## src/rtl/mdio_bridge_pkg.sv

```systemverilog
package mdio_bridge_pkg;

    // Classification of one management transaction
    typedef enum logic [1:0] {
        ACC_NONE = 2'd0,
        ACC_PAGE = 2'd1,
        ACC_DATA = 2'd2
    } acc_kind_e;

    // Where the returned read half-word comes from
    typedef enum logic [1:0] {
        RSRC_BUS  = 2'd0,
        RSRC_HI   = 2'd1,
        RSRC_PAGE = 2'd2,
        RSRC_ONES = 2'd3
    } rsrc_e;

    localparam int MGMT_AW = 5;
    localparam int HALF_W  = 16;
    localparam int WORD_W  = 2 * HALF_W;

endpackage

```

## src/rtl/mdio_addr_decode.sv

```systemverilog
module mdio_addr_decode
    import mdio_bridge_pkg::*;
#(
    parameter int                 PAGE_W   = 9,
    parameter logic [MGMT_AW-1:0] PAGE_PHY = 5'h1F,
    parameter logic [MGMT_AW-1:0] PAGE_REG = 5'h10,
    localparam int                ADDR_W   = PAGE_W + 7
) (
    input  logic [MGMT_AW-1:0] phy,
    input  logic [MGMT_AW-1:0] regn,
    input  logic [PAGE_W-1:0]  page,
    output acc_kind_e          kind,
    output logic               half_hi,
    output logic [ADDR_W-1:0]  word_addr
);

    always_comb begin
        if (phy == PAGE_PHY && regn == PAGE_REG) begin
            kind = ACC_PAGE;
        end else if (phy[4:3] == 2'b10) begin
            kind = ACC_DATA;
        end else begin
            kind = ACC_NONE;
        end
        half_hi   = regn[0];
        word_addr = {page, phy[2:0], regn[4:1]};
    end

endmodule

```

## src/rtl/mdio_bridge_core.sv

```systemverilog
module mdio_bridge_core
    import mdio_bridge_pkg::*;
#(
    parameter int  PAGE_W = 9,
    localparam int ADDR_W = PAGE_W + 7
) (
    input  logic              clk,
    input  logic              rst_n,
    input  logic              valid,
    input  logic              write,
    input  logic [HALF_W-1:0] wdata,
    input  acc_kind_e         kind,
    input  logic              half_hi,
    input  logic [ADDR_W-1:0] word_addr,
    input  logic [WORD_W-1:0] bus_rdata,
    output logic [PAGE_W-1:0] page,
    output logic              bus_we,
    output logic              bus_re,
    output logic [ADDR_W-1:0] bus_addr,
    output logic [WORD_W-1:0] bus_wdata,
    output logic [HALF_W-1:0] rdata,
    output logic              rvalid
);

    typedef struct packed {
        logic [PAGE_W-1:0] page;
        logic [HALF_W-1:0] wr_hi;
        logic [HALF_W-1:0] rd_hi;
        logic              we;
        logic              re;
        logic [ADDR_W-1:0] addr;
        logic [WORD_W-1:0] wdat;
        logic              rd_pend;
        rsrc_e             rd_src;
        logic [HALF_W-1:0] rdat;
        logic              rvld;
    } state_t;

    state_t st_d, st_q;

    always_comb begin
        st_d         = st_q;
        st_d.we      = 1'b0;
        st_d.re      = 1'b0;
        st_d.rd_pend = 1'b0;
        st_d.rvld    = 1'b0;

        // second stage: return read data
        if (st_q.rd_pend) begin
            st_d.rvld = 1'b1;
            case (st_q.rd_src)
                RSRC_BUS: begin
                    st_d.rdat  = bus_rdata[HALF_W-1:0];
                    st_d.rd_hi = bus_rdata[WORD_W-1:HALF_W];
                end
                RSRC_HI:   st_d.rdat = st_q.rd_hi;
                RSRC_PAGE: st_d.rdat = {{(HALF_W-PAGE_W){1'b0}}, st_q.page};
                default:   st_d.rdat = '1;
            endcase
        end

        // first stage: accept a transaction
        if (valid) begin
            case (kind)
                ACC_PAGE: begin
                    if (write) begin
                        st_d.page = wdata[PAGE_W-1:0];
                    end else begin
                        st_d.rd_pend = 1'b1;
                        st_d.rd_src  = RSRC_PAGE;
                    end
                end
                ACC_DATA: begin
                    if (write) begin
                        if (half_hi) begin
                            st_d.wr_hi = wdata;
                        end else begin
                            st_d.we   = 1'b1;
                            st_d.addr = word_addr;
                            st_d.wdat = {st_q.wr_hi, wdata};
                        end
                    end else begin
                        st_d.rd_pend = 1'b1;
                        if (half_hi) begin
                            st_d.rd_src = RSRC_HI;
                        end else begin
                            st_d.rd_src = RSRC_BUS;
                            st_d.re     = 1'b1;
                            st_d.addr   = word_addr;
                        end
                    end
                end
                default: begin
                    if (!write) begin
                        st_d.rd_pend = 1'b1;
                        st_d.rd_src  = RSRC_ONES;
                    end
                end
            endcase
        end
    end

    always_ff @(posedge clk) begin
        if (!rst_n) begin
            st_q <= '0;
        end else begin
            st_q <= st_d;
        end
    end

    assign page      = st_q.page;
    assign bus_we    = st_q.we;
    assign bus_re    = st_q.re;
    assign bus_addr  = st_q.addr;
    assign bus_wdata = st_q.wdat;
    assign rdata     = st_q.rdat;
    assign rvalid    = st_q.rvld;


    hi_wr_no_bus_chk: assert property (@(posedge clk) disable iff (!rst_n)
        (valid && write && kind == ACC_DATA && half_hi) |=> !bus_we);


    lo_wr_commit_chk: assert property (@(posedge clk) disable iff (!rst_n)
        (valid && write && kind == ACC_DATA && !half_hi) |=>
            (bus_we && bus_wdata[HALF_W-1:0] == $past(wdata)
                    && bus_wdata[WORD_W-1:HALF_W] == $past(st_q.wr_hi)));


    strobe_excl_chk: assert property (@(posedge clk) disable iff (!rst_n)
        $onehot0({bus_we, bus_re}));


    foreign_no_bus_chk: assert property (@(posedge clk) disable iff (!rst_n)
        (valid && kind == ACC_NONE) |=> (!bus_we && !bus_re));


    page_hold_chk: assert property (@(posedge clk) disable iff (!rst_n)
        !(valid && write && kind == ACC_PAGE) |=> $stable(page));


    rvalid_follow_chk: assert property (@(posedge clk) disable iff (!rst_n)
        bus_re |=> rvalid);


    rvalid_cause_chk: assert property (@(posedge clk) disable iff (!rst_n)
        rvalid |-> $past(st_q.rd_pend));

endmodule

```

## src/rtl/mdio_page_bridge.sv

```systemverilog
module mdio_page_bridge
    import mdio_bridge_pkg::*;
#(
    parameter int                 PAGE_W   = 9,
    parameter logic [MGMT_AW-1:0] PAGE_PHY = 5'h1F,
    parameter logic [MGMT_AW-1:0] PAGE_REG = 5'h10,
    localparam int                ADDR_W   = PAGE_W + 7
) (
    input  logic              clk,
    input  logic              rst_n,
    input  logic              mgmt_valid,
    input  logic [4:0]        mgmt_phy,
    input  logic [4:0]        mgmt_reg,
    input  logic              mgmt_write,
    input  logic [15:0]       mgmt_wdata,
    output logic [15:0]       mgmt_rdata,
    output logic              mgmt_rvalid,
    output logic              reg_we,
    output logic              reg_re,
    output logic [ADDR_W-1:0] reg_addr,
    output logic [31:0]       reg_wdata,
    input  logic [31:0]       reg_rdata
);

    acc_kind_e         kind;
    logic              half_hi;
    logic [ADDR_W-1:0] word_addr;
    logic [PAGE_W-1:0] page;

    mdio_addr_decode #(
        .PAGE_W  (PAGE_W),
        .PAGE_PHY(PAGE_PHY),
        .PAGE_REG(PAGE_REG)
    ) u_decode (
        .phy      (mgmt_phy),
        .regn     (mgmt_reg),
        .page     (page),
        .kind     (kind),
        .half_hi  (half_hi),
        .word_addr(word_addr)
    );

    mdio_bridge_core #(
        .PAGE_W(PAGE_W)
    ) u_core (
        .clk      (clk),
        .rst_n    (rst_n),
        .valid    (mgmt_valid),
        .write    (mgmt_write),
        .wdata    (mgmt_wdata),
        .kind     (kind),
        .half_hi  (half_hi),
        .word_addr(word_addr),
        .bus_rdata(reg_rdata),
        .page     (page),
        .bus_we   (reg_we),
        .bus_re   (reg_re),
        .bus_addr (reg_addr),
        .bus_wdata(reg_wdata),
        .rdata    (mgmt_rdata),
        .rvalid   (mgmt_rvalid)
    );

endmodule

```

## config.mk

```make
export PLATFORM = sky130hd
export DESIGN_NAME = mdio_page_bridge
export DESIGN_NICKNAME = d
export VERILOG_FILES = /design/src/rtl/mdio_bridge_pkg.sv /design/src/rtl/mdio_addr_decode.sv /design/src/rtl/mdio_bridge_core.sv /design/src/rtl/mdio_page_bridge.sv
export SDC_FILE = /design/constraint.sdc
export NUM_CORES = 1
export LEC_CHECK = 0
export BUFFER_PORTS_ARGS = -buffer_cell sky130_fd_sc_hd__buf_2
export CORE_MARGIN = 1
export CORE_UTILIZATION = 35
export DETAILED_ROUTE_END_ITERATION = 12
export SYNTH_ARGS = -nofsm -noshare
export SYNTH_HDL_FRONTEND = slang
export SYNTH_SLANG_ARGS = --single-unit
```

## constraint.sdc

```tcl
create_clock -name clk -period 2.55 [get_ports clk]
set_input_delay 0.1275 -clock clk [delete_from_list [all_inputs] [get_ports clk]]
set_output_delay 0.1275 -clock clk [all_outputs]
set_load 0.02 [all_outputs]
```

### Yosys cells after proc, flatten, opt, wreduce, memory -nomap -nowiden

Index checks and enable logic that the tools add are counted.

* register bits after elaboration: 111
* bits of input ports: 62
* output and inout port bits: 67
* word-level logic and storage cells: 47

* equal/unequal tests: 7
* mux-type cells: 13
* bitwise logic cells: 5
* reduce and logical (&&, ||, !) cells: 11

Operator list (count)
* 48-bit 2-to-1 mux: 1
* 16-bit one-hot mux with 3 select lines: 1
* 17-bit 2-to-1 mux: 1
* 16-bit 2-to-1 mux: 1
* 4-bit AND reduction: 3
* 5-bit == test, second input constant: 2
* 3-bit 2-to-1 mux: 3
* 2-bit == test, second input constant: 3
* 3-bit one-hot mux with 2 select lines: 1
* 2-bit AND reduction: 3
* 3-bit AND reduction: 2
* 1-bit NOT: 5
* 2-bit by 1-bit == test with 1-bit output, second input constant: 2
* 2-bit 2-to-1 mux: 2
* 4-bit OR reduction: 1
* 1-bit 2-to-1 mux: 3
* 2-bit zero test: 1
* 1-bit logical AND: 1

### Depth between registers and ports, before layout

* depth after elaboration: 6
* depth in mapped cells: 6
* mapped depth without buffers: 3

### Modules after synthesis

Synthesis repeated with hierarchy kept, for this count alone.

* cell total of the unflattened synthesis: 606
* area, all modules: 5170.0 um^2

By module, submodules not included
* mdio_bridge_core: times used 1, cells each 585, area an instance 5006.1 um^2, seq. area each 2222.1 um^2
* mdio_addr_decode: times used 1, cells each 21, area an instance 163.9 um^2, seq. area each 0.0 um^2

### Least setup slack after synthesis

Ideal clock, no wire load.

* path kind: flip-flop to flip-flop
* start point: reg u_core.st_q[19] in the netlist's numbering
* end point: reg u_core.st_q[75] in the netlist's numbering
* library setup time: 132 ps
* arrival time: 1288 ps
* required time: 2418 ps
* setup slack: 1130 ps
* cell stages (with the launch flop): 7
* buffers on the path: 3
* clock period less this slack: 1420 ps
* cell sequence: dfxtp_1 clkbuf_1 or3b_1 clkbuf_1 clkbuf_1 nand2_1 a21oi_1

* cells in the longest elaborated chain, start to end: 1

RTL lines
* start, declared: RTL line mdio_bridge_core.sv:39 `state_t st_d, st_q;`
* start signal, assigned: RTL line mdio_bridge_core.sv:107 `st_q <= st_d;`
* 2-bit AND reduction (no line)

No other way between the ends.
A chain may end at the register's enable or synchronous reset.

### Final worst setup path

* start point: reg u_core.st_q[17] in the netlist's numbering
* end point: reg u_core.st_q[84] in the netlist's numbering

* cells in the longest elaborated chain, start to end: 2

RTL lines
* 2-bit zero test: RTL line mdio_bridge_core.sv:51 `case (st_q.rd_src)`
* 2-bit AND reduction (no line)

No other way between the ends.

==> impl_results.md <==
* Status: finished, final reports clean
* Worst R2R End: u_core.st_q[84]$_SDFFE_PN0P_
* Netlist cell types at 32
* Post-Syn Area at around 5000 um^2
* Avg WL per Cell at 15.2 um
* Cells after DPL at 787
* Net Count, Synth at 648
* Hold wc startpoint: reg_rdata[26]
* Layout Cells excl Fill at 803
* ANT nets after route at 0
* Via count at 4091
* CP peak stage delay at approximately 820 ps
* Post-synth ARST share at 0%
* R2r setup slk at slightly above 800 ps
* Vias/cell at between 5 and 6
* CTS tree: done
* Worst-path cell chain: nor3b_2, nand2_1, a21oi_1
* Number of synthesized register bits at about 110
* Fin Setup TNS at 0 ps
* GR Overflow Total at 0
* Leak at 2.09 nW
* Hold path depth at 3
* Number of global-route vias before repair at 3916
* Final total power at between 3 and 4 mW
* Reg clk slew, reported paths at roughly 80 ps
* RSZ-0062 raised after global routing: no
* WS Path Type: flop to flop
* Main synth FF type: dfxtp_1
* Mapped Cells at 586
* Crit path launch type: flop
* Worst r2r src: u_core.st_q[17]$_SDFFE_PN0P_
* Die X at 120 um
* Fmax at 576 MHz
* Total die area at 14400 um^2
* PD cells at 642 nW/um^2
* Leading cell type in the layout, fill and taps excluded: buf_2
* Std cell rows at 42
* Worst reg-to-reg path cell count at 3
* Commonest cells after routing, fill and taps aside: 128 x buf_2, 111 x dfxtp_1, 96 x a21oi_1
* Register area share after synthesis at 45.6%
* Initial antenna violation count at 0
* All-layer global routing usage at 17.1%
* Die H at 120 um
* Hold Crit Class: primary input to flop
* Port Buffers at 128
* Pre-CTS setup slack at approximately 840 ps
* Drt pass-1 iters at 4
* Final Skew at 8.74 ps
* Core area at 13400 um^2
* Seq. cell area at 2220 um^2
* Root buf cell: clkbuf_16
* Syn-to-layout area delta at 12.0%
* DP HPWL at around 8600 um
* Final GP Congestion at 0.780
* CP required at 2830 ps
* Warnings, synthesis at 0
* Starting DRT DRC Count at 248
* Clock sink total at 111
* CTS hold repair buffers at 0
* WL final at 12200 um
* EDFF count, synth at 0
* Worst Path Arrival at between 2000 and 2500 ps
* Max-slew violation count at 0
* Clock Path Buffers at 2
* Post-CTS setup buffers at 0
* Fin. Hold Viols at 0
* Fraction of layout cells with a size suffix above 1 at 27.0%
* VDD IR max at 387 uV
* Crit end category: flop
* Clock Latency Late Sink at 350 ps
* Filler Cells Inserted at 1365
* Cts bufs inserted at 9
* Fin nets at 684
* Fin crit period at 1740 ps
* First-pass GRT wire length at 19400 um
* CP max FO at 22
* DRC at 0
* Final setup fails at 0
* Initial Util at 36.3%
* Area occupied by multi-input gates at approximately 2000 um^2
* CTS resizes at 0
* Worst setup margin at 813 ps
* Post-route clock period utilization at 68.1%
* H-tree levels at 3
* Pin count of the biggest net entering global routing at 42
* CP max-delay cell: nor3b_2
* Hold Path Sink: u_core.st_q[80]$_SDFFE_PN0P_
* Mean area per synthesized cell at between 8 and 9 um^2
* Ant diodes at 0
* Total I/O pin count at 129
* Max-slew headroom at just under 20%
* Max Cap Viol at 0
* Worst-Margin Slew at about 1200 ps
worst max-delay path: cells and delay by family, from the launching register on:
family	cells	cell delay, ps
and+or+nand+nor	2	940
DFF	1	560
AOI/OAI and AO/OA	1	170
how the worst max path moves through the flow:
stage	from	endpoint	slack (ps)	cells past startpoint
floorplan	u_core.st_q[19]$_SDFF_PN0_	u_core.st_q[75]$_SDFFE_PN0P_	1130	6
global placement	mgmt_phy[4]	u_core.bus_wdata[27]$_SDFFE_PN0P_	870	4
detailed placement	u_core.st_q[17]$_SDFFE_PN0P_	u_core.st_q[84]$_SDFFE_PN0P_	840	3
CTS	u_core.st_q[17]$_SDFFE_PN0P_	u_core.st_q[84]$_SDFFE_PN0P_	830	3
global route	u_core.st_q[17]$_SDFFE_PN0P_	u_core.st_q[84]$_SDFFE_PN0P_	560	3
finish	u_core.st_q[17]$_SDFFE_PN0P_	u_core.st_q[84]$_SDFFE_PN0P_	810	3
report_power, final:
group | internal [mW] | switching [mW] | total (mW)
logic | 0.106 | 0.181 | 0.288
clock network | 0.788 | 0.637 | 1.42
registers | 1.76 | 0.0271 | 1.79
total | 2.66 | 0.845 | 3.50
sequential cells by signal, summed over array words and instances, names as in the netlist:
| signal | cells |
|---|---|
| u_core.rvalid | 1 |
| u_core.st_q | 35 |
| u_core.bus_we | 1 |
| u_core.page | 9 |
| u_core.rdata | 16 |
| u_core.bus_addr | 16 |
| u_core.bus_wdata | 32 |
| u_core.bus_re | 1 |
metrics by stage:
stage / cell area [um^2] / hold WS (ps) / util, %
finish: 5450 / 10.2 / 40.7
global route: 5450 / 12.3 / 40.7
CTS: 5450 / 5.79 / 40.7
detailed placement: 5150 / 382 / 38.4
global placement: 5150 / 372 / 38.4
floorplan: 4870 / 243 / -
cell usage after synthesis, drive strengths merged (2+ instances only):
cell type / instances / area [um^2]
a21oi: 96 / 480
and2: 2 / 12.5
buf: 74 / 533
clkbuf: 39 / 146
dfxtp: 111 / 2220
inv: 4 / 15.0
mux2: 9 / 101
mux2i: 9 / 90.1
nand2: 86 / 325
nand2b: 19 / 119
nand3: 48 / 240
nand4b: 2 / 17.5
nor2: 2 / 7.51
nor2b: 8 / 50.1
nor3: 2 / 10.0
nor3b: 2 / 25.0
o21ai: 48 / 240
o221ai: 16 / 140
or3b: 2 / 17.5
per-layer routing:
layer / wire length (um) / GRT usage, %
met1: 5690 / 21.7
met2: 5690 / 27.4
met3: 652 / 4.42
met4: 207 / 7.03
met5: 0 / 0
cell families (layout without fill, tap and decap cells):
family                 Yosys count  count (layout)  share of synthesized area [%]
and+or+nand+nor                178             178                           18.1
AOI/OAI and AO/OA              162             162                           18.0
buffers and inverters          117             158                           14.3
DFF                            111             111                           45.6
muxes                           18              18                           3.93
cell type report:
class	count	area share, %
clock inverters	5	1.06
clock buffers	11	4.45
repair buffers	138	13.4
flip-flops and latches	111	40.8
well taps	176	4.04
multi-input cells	358	36.0
inverters	4	0.275
Power figures use the tool's default switching activity.
